[src/rtl/dacfe_pkg.sv]
package dacfe_pkg;
    typedef enum logic {
        DIR_LSB_FIRST = 1'b0,
        DIR_MSB_FIRST = 1'b1
    } shift_dir_e;

    typedef enum logic {
        ZERO_UNIPOLAR = 1'b0,
        ZERO_BIPOLAR  = 1'b1
    } zero_kind_e;
endpackage

[src/rtl/dacfe_input_latch.sv]
module dacfe_input_latch
    import dacfe_pkg::*;
#(
    parameter int WIDTH = 16
) (
    input  logic                   clk,
    input  logic                   rst_n,
    input  logic                   serial_mode,
    input  logic                   sel,
    input  logic                   hi_en,
    input  logic                   lo_en,
    input  logic [WIDTH/2-1:0]     din,
    output logic [WIDTH-1:0]       word_q,
    output logic                   ser_out
);
    localparam int HALF = WIDTH / 2;

    typedef struct packed {
        logic [WIDTH-1:0] word;
        logic             so;
    } state_t;

    state_t     st_d, st_q;
    shift_dir_e dir;

    assign dir = shift_dir_e'(din[1]);

    always_comb begin
        st_d = st_q;
        if (sel) begin
            if (serial_mode) begin
                if (dir == DIR_MSB_FIRST) begin
                    st_d.so   = st_q.word[WIDTH-1];
                    st_d.word = {st_q.word[WIDTH-2:0], din[0]};
                end else begin
                    st_d.so   = st_q.word[0];
                    st_d.word = {din[0], st_q.word[WIDTH-1:1]};
                end
            end else begin
                if (hi_en) st_d.word[WIDTH-1:HALF] = din;
                if (lo_en) st_d.word[HALF-1:0]     = din;
            end
        end
    end

    always_ff @(posedge clk or negedge rst_n) begin
        if (!rst_n) st_q <= '0;
        else        st_q <= st_d;
    end

    assign word_q  = st_q.word;
    assign ser_out = st_q.so;

    // no strobe, no change
    p_idle_hold_r3: assert property (@(posedge clk) disable iff (!rst_n)
        !sel |=> ($stable(word_q) && $stable(ser_out)));

    // MSB-first shift
    p_msb_shift_r4: assert property (@(posedge clk) disable iff (!rst_n)
        (sel && serial_mode && din[1]) |=>
        (word_q[WIDTH-1:1] == $past(word_q[WIDTH-2:0])) && (word_q[0] == $past(din[0])));
    p_msb_out_r6: assert property (@(posedge clk) disable iff (!rst_n)
        (sel && serial_mode && din[1]) |=> (ser_out == $past(word_q[WIDTH-1])));

    // LSB-first shift
    p_lsb_shift_r5: assert property (@(posedge clk) disable iff (!rst_n)
        (sel && serial_mode && !din[1]) |=>
        (word_q[WIDTH-2:0] == $past(word_q[WIDTH-1:1])) && (word_q[WIDTH-1] == $past(din[0])));
    p_lsb_out_r6: assert property (@(posedge clk) disable iff (!rst_n)
        (sel && serial_mode && !din[1]) |=> (ser_out == $past(word_q[0])));

    // byte writes leave the chain output alone
    p_byte_so_hold_r6: assert property (@(posedge clk) disable iff (!rst_n)
        (sel && !serial_mode) |=> $stable(ser_out));
endmodule

[src/rtl/dacfe_dac_latch.sv]
module dacfe_dac_latch
    import dacfe_pkg::*;
#(
    parameter int WIDTH = 16
) (
    input  logic             clk,
    input  logic             rst_n,
    input  logic             load,
    input  logic             clr,
    input  logic             zero_sel,
    input  logic [WIDTH-1:0] in_word,
    output logic [WIDTH-1:0] dac_code
);
    localparam logic [WIDTH-1:0] BIPOLAR_ZERO  = {1'b1, {(WIDTH-1){1'b0}}};
    localparam logic [WIDTH-1:0] UNIPOLAR_ZERO = '0;

    typedef struct packed {
        logic [WIDTH-1:0] code;
    } state_t;

    state_t           st_d, st_q;
    zero_kind_e       kind;
    logic [WIDTH-1:0] zero_code;

    assign kind      = zero_kind_e'(zero_sel);
    assign zero_code = (kind == ZERO_BIPOLAR) ? BIPOLAR_ZERO : UNIPOLAR_ZERO;

    always_comb begin
        st_d = st_q;
        if (clr)       st_d.code = zero_code;
        else if (load) st_d.code = in_word;
    end

    always_ff @(posedge clk or negedge rst_n) begin
        if (!rst_n) st_q <= '0;
        else        st_q <= st_d;
    end

    // clear reaches the converter without waiting for an edge
    assign dac_code = clr ? zero_code : st_q.code;

    p_load_copy_r7: assert property (@(posedge clk) disable iff (!rst_n)
        (load && !clr) |=> (st_q.code == $past(in_word)));
    p_hold_r7: assert property (@(posedge clk) disable iff (!rst_n)
        (!load && !clr) |=> $stable(st_q.code));
    // zero code wins, whatever load does
    p_clr_bipolar_r8: assert property (@(posedge clk) disable iff (!rst_n)
        (clr && zero_sel) |=> (st_q.code == BIPOLAR_ZERO));
    p_clr_unipolar_r9: assert property (@(posedge clk) disable iff (!rst_n)
        (clr && !zero_sel) |=> (st_q.code == UNIPOLAR_ZERO));
endmodule

[src/rtl/dacfe_top.sv]
module dacfe_top #(
    parameter int WIDTH = 16
) (
    input  logic                 clk,
    input  logic                 rst_n,
    input  logic                 serial_mode,
    input  logic                 sel,
    input  logic                 hi_en,
    input  logic                 lo_en,
    input  logic [WIDTH/2-1:0]   din,
    input  logic                 load,
    input  logic                 clr,
    output logic [WIDTH-1:0]     dac_code,
    output logic                 ser_out
);
    logic [WIDTH-1:0] in_word;

    dacfe_input_latch #(.WIDTH(WIDTH)) u_in (
        .clk(clk), .rst_n(rst_n), .serial_mode(serial_mode), .sel(sel),
        .hi_en(hi_en), .lo_en(lo_en), .din(din),
        .word_q(in_word), .ser_out(ser_out)
    );

    dacfe_dac_latch #(.WIDTH(WIDTH)) u_dac (
        .clk(clk), .rst_n(rst_n), .load(load), .clr(clr),
        .zero_sel(lo_en), .in_word(in_word), .dac_code(dac_code)
    );
endmodule

[config.mk]
export PLATFORM = sky130hd
export DESIGN_NAME = dacfe_top
export DESIGN_NICKNAME = d
export VERILOG_FILES = /design/src/rtl/dacfe_pkg.sv /design/src/rtl/dacfe_input_latch.sv /design/src/rtl/dacfe_dac_latch.sv /design/src/rtl/dacfe_top.sv
export SDC_FILE = /design/constraint.sdc
export NUM_CORES = 1
export LEC_CHECK = 0
export BUFFER_PORTS_ARGS = -buffer_cell sky130_fd_sc_hd__buf_2
export CORE_UTILIZATION = 35
export CTS_CLUSTER_SIZE = 30
export DETAILED_ROUTE_END_ITERATION = 12
export GPL_TIMING_DRIVEN = 0
export SLEW_MARGIN = 20
export SYNTH_ARGS = -nofsm -noshare
export SYNTH_HDL_FRONTEND = slang
export SYNTH_SLANG_ARGS = --single-unit
[constraint.sdc]
create_clock -name clk -period 1.3 [get_ports clk]
set_input_delay 0 -clock clk [delete_from_list [all_inputs] [get_ports clk]]
set_output_delay 0 -clock clk [all_outputs]
set_load 0.01 [all_outputs]
---- Yosys cells after proc, flatten, opt, wreduce, memory -nomap -nowiden ----
Cells that the tools add are included.
storage, ports and cells
  register bits after elaboration ......... 33
  input bits .............................. 16
  output and inout port bits .............. 17
  word-level logic and storage cells ...... 18
operators by class
  multiplexer cells ....................... 8
  reductions and logical operators ........ 6
operator list
  kind                 count
  16-bit two-way mux   5
  17-bit two-way mux   1
  8-bit two-way mux    2
  2-bit AND reduction  3
  2-bit nonzero test   3

---- Longest topological paths before layout ----
  depth in word-level cells ............... 2
  mapped depth ............................ 5
  mapped depth without buffers ............ 3

---- Cells and area by module ----
From an unflattened synthesis, not the netlist that was laid out.
second synthesis, totals
  cell total of the unflattened synthesis .. 162
  area, all modules ....................... 1686.6 µm²
modules (own cells, without submodules)
  module             times used  cells an instance  area an instance (µm²)  sequential area each (µm²)
  dacfe_input_latch  1           91                 913.4                   425.4
  dacfe_dac_latch    1           71                 773.2                   400.4

---- Worst setup path before layout ----
Ideal clock, no wire load.
  path kind ............................... register to register
  from .................................... register u_in.st_q (netlist bit u_in.word_q[9])
  to ...................................... register u_in.st_q (netlist bit u_in.word_q[8])
  setup time .............................. 0.127 ns
  data arrival time ....................... 0.944 ns
  required time ........................... 1.173 ns
  setup slack ............................. 0.230 ns
  cell stages (with the launch flop) ...... 4
  buffers on the path ..................... 0
  period minus slack after synthesis ...... 1.070 ns
  path through ............................ dfrtp_1 mux2_4 a221oi_2 a21oi_1
on the way
  longest elaborated chain between the ends .. 2
RTL lines
  element                 RTL line                 source
  from (decl)             dacfe_input_latch.sv:23  state_t st_d, st_q;
  from (signal assigned)  dacfe_input_latch.sv:48  else st_q <= st_d;
  17-bit two-way mux      dacfe_input_latch.sv:32  if (dir == DIR_MSB_FIRST) begin
  16-bit two-way mux      dacfe_input_latch.sv:31  if (serial_mode) begin
Every way passes these cells.
A chain may end at the register's enable or synchronous reset.

---- Worst setup path in the final report ----
  from .................................... register u_in.st_q (netlist bit u_in.word_q[7])
  to ...................................... register u_in.st_q (netlist bit u_in.word_q[8])
The elaborated chain is that of the path after synthesis.

==> metrics.md <==
| Metric | Value |
|---|---|
| Status | `completed` |
| Via/cell ratio | `4.83` |
| First-pass GRT wire length | `between 6000 and 7000 um` |
| Crit Path Category | `reg -> reg` |
| GP Congestion | `0.800` |
| Hold_buf cts | `2` |
| Post-DRT Antenna Nets | `0` |
| Post-Syn Area | `around 1700 um^2` |
| P_leak | `1.08 nW` |
| Hold Vio Cnt, Final | `0` |
| Routed WL per cell | `between 10 and 15 um` |
| Placed cell areas | `1950 um^2` |
| Slew HR | `between 50% and 60%` |
| Max VDD drop | `0.000609 V` |
| Initial Util | `a little over a third` |
| Final instance area | `2060 um^2` |
| RSZ-0062 raised after global routing | `false` |
| # placed instances | `256` |
| Share of the synthesized area in the top cell type | `48.0%` |
| I/O pins | `33` |
| Crit path launch type | `flop` |
| Hold WS | `0.0508 ns` |
| Gr ovfl total | `0` |
| Largest net degree at the start of global routing | `34` |
| TritonCTS clock tree | `built` |
| CTS Root Cell | `clkbuf_8` |
| Vias | `between 1000 and 1500` |
| Dpl ws | `between 0.15 and 0.2 ns` |
| Power per Cell Area | `between 1000 and 1500 nW/um^2` |
| Detailed-placement wirelength estimate | `2770 um` |
| Hold crit path type | `in -> reg` |
| Skew final | `slightly below 0.005 ns` |
| Syn_area_per_cell | `10.8 um^2` |
| Die area | `5200 um^2` |
| WP data required | `1.46 ns` |
| Area growth from synthesis to layout | `19.5%` |
| Postcts setup bufs | `0` |
| Layout cells sized above 1 | `24.7%` |
| DR pass1 iterations | `4` |
| Clock buffer depth | `2` |
| Register bit total from synthesis | `33` |
| Initial DRC count | `~110` |
| Worst endpoint data arrival time | `1.33 ns` |
| Final WL | `3830 um` |
| Net Count, Synth | `roughly 180` |
| DRC Markers | `0` |
| Most frequent cells after synthesis | `dfrtp_1 (33), mux2i_1 (30), nor2_1 (23), nor2b_1 (15)` |
| Core area | `4720 um^2` |
| Fin worst setup slack | `0.132 ns` |
| Number of global-route vias before repair | `between 1000 and 1500` |
| Final design utilization | `43.5%` |
| Core Rows | `25` |
| Number of synthesized flops with an enable pin | `0` |
| N_diodes | `0` |
| Die X-Extent | `72.1 um` |
| Count leader, synth | `dfrtp_1` |
| H-tree depth | `2` |
| Crit end category | `flop` |
| Initial antenna violation count | `0` |
| Max-cap viol count | `0` |
| Total Neg Setup Slack | `0 ns` |
| Cells after Synth | `160` |
| Sequential-to-total area share from yosys stat | `48.0%` |
| Fin crit period | `1.17 ns` |
| Final setup fails | `0` |
| Clock transition at the registers of the reported paths | `0.07 ns` |
| Final worst-path cycle share | `between 80% and 90%` |
| Number of nets in the layout | `214` |
| Clock Latency Late Sink | `between 0.2 and 0.3 ns` |
| Worst-Margin Slew | `0.737 ns` |
| Clk sinks | `33` |
| R2R setup slack | `0.13 ns` |
| Die Ht | `72.1 um` |
| Leading area contributor after synthesis | `dfrtp_1` |
| Post_cts resized | `0` |
| PortBufs | `29` |
| Pwr Total | `2.52 mW` |
| Top_reg_cell synth | `dfrtp_1` |
| Peak Freq | `856 MHz` |
| Async set-or-reset flop fraction in the synthesized netlist | `between 90% and 100%` |
| Pins Over Slew Limit | `0` |
| Max FO, Critical Path | `4` |
| Ys Warns | `0` |
| TritonCTS Buffers | `5` |
| Top area cells in the synthesized netlist | `dfrtp_1 (48%), mux2i_1 (17%), nor2b_1 (5.5%)` |
| Total Routing Usage GR | `16.2%` |
| Synth unique cells | `22` |
| Fin cells | `265` |
-- cells by family (layout without fill, tap and decap cells) --
logic type	count (synthesis)	after routing	synth area share, %
DFF	33	33	48.0
buffers and inverters	14	52	5.52
muxes	31	31	18.3
and+or+nand+nor	46	46	12.5
AOI/OAI and AO/OA	36	36	15.7
-- placed cells by master (no fill, tap or decap), types with 3 or more instances in the layout --
cell type | netlist | routed
dfrtp_1 | 33 | 33
buf_2 | 3 | 32
mux2i_1 | 30 | 30
nor2_1 | 23 | 23
nor2b_1 | 15 | 15
a211oi_1 | 12 | 12
a21o_1 | 12 | 12
nand2_1 | 7 | 7
clkbuf_8 | 0 | 6
clkbuf_1 | 3 | 4
buf_4 | 4 | 4
o21ai_0 | 3 | 3
a21oi_1 | 3 | 3
-- registers in the layout, indices dropped and copies added (netlist names) --
| register | cells |
|---|---|
| u_dac.st_q | 16 |
| u_in.word_q | 16 |
| u_in.ser_out | 1 |
-- cell type report --
cell class | instances | area (um^2)
Buffer | 12 | 87.6
Clock buffer | 7 | 86.3
Fill cell | 473 | 2670
Inverter | 2 | 7.51
Multi-Input combinational cell | 113 | 801
Sequential cell | 33 | 826
Tap cell | 67 | 83.8
Timing Repair Buffer | 31 | 165
-- routing by layer --
layer	track usage (%)	vias up	wire (um)
met5	0	-	0
met4	5.23	0	53
met3	3.75	7	172
met2	24.6	31	1740
met1	23.0	610	1860
li1	-	631	-
-- path summary, 6_finish.rpt --
kind,from,end,cells after the start
worst max-delay path,u_in.word_q[7],u_in.word_q[8],3
worst min-delay path,din[0],u_in.word_q[0],3
worst max register to register,u_in.word_q[7],u_in.word_q[8],3
worst min register to register,u_in.ser_out,u_in.ser_out,2
max in group asynchronous,rst_n,u_in.word_q[14],2
min in group asynchronous,rst_n,u_dac.st_q[7],2
-- critical path, cell delays in order (launching register included) --
cell      delay [ns]
dfrtp_1         0.43
mux2_4          0.28
a221oi_2        0.28
a21oi_1         0.07
-- where the power goes --
| group | switching, mW | total, mW | internal, mW |
|---|---|---|---|
| Sequential | 0.123 | 1.28 | 1.15 |
| Clock | 0.351 | 0.771 | 0.420 |
| Combinational | 0.236 | 0.469 | 0.233 |
| Total | 0.710 | 2.52 | 1.81 |
(Power assumes the default switching activity.)
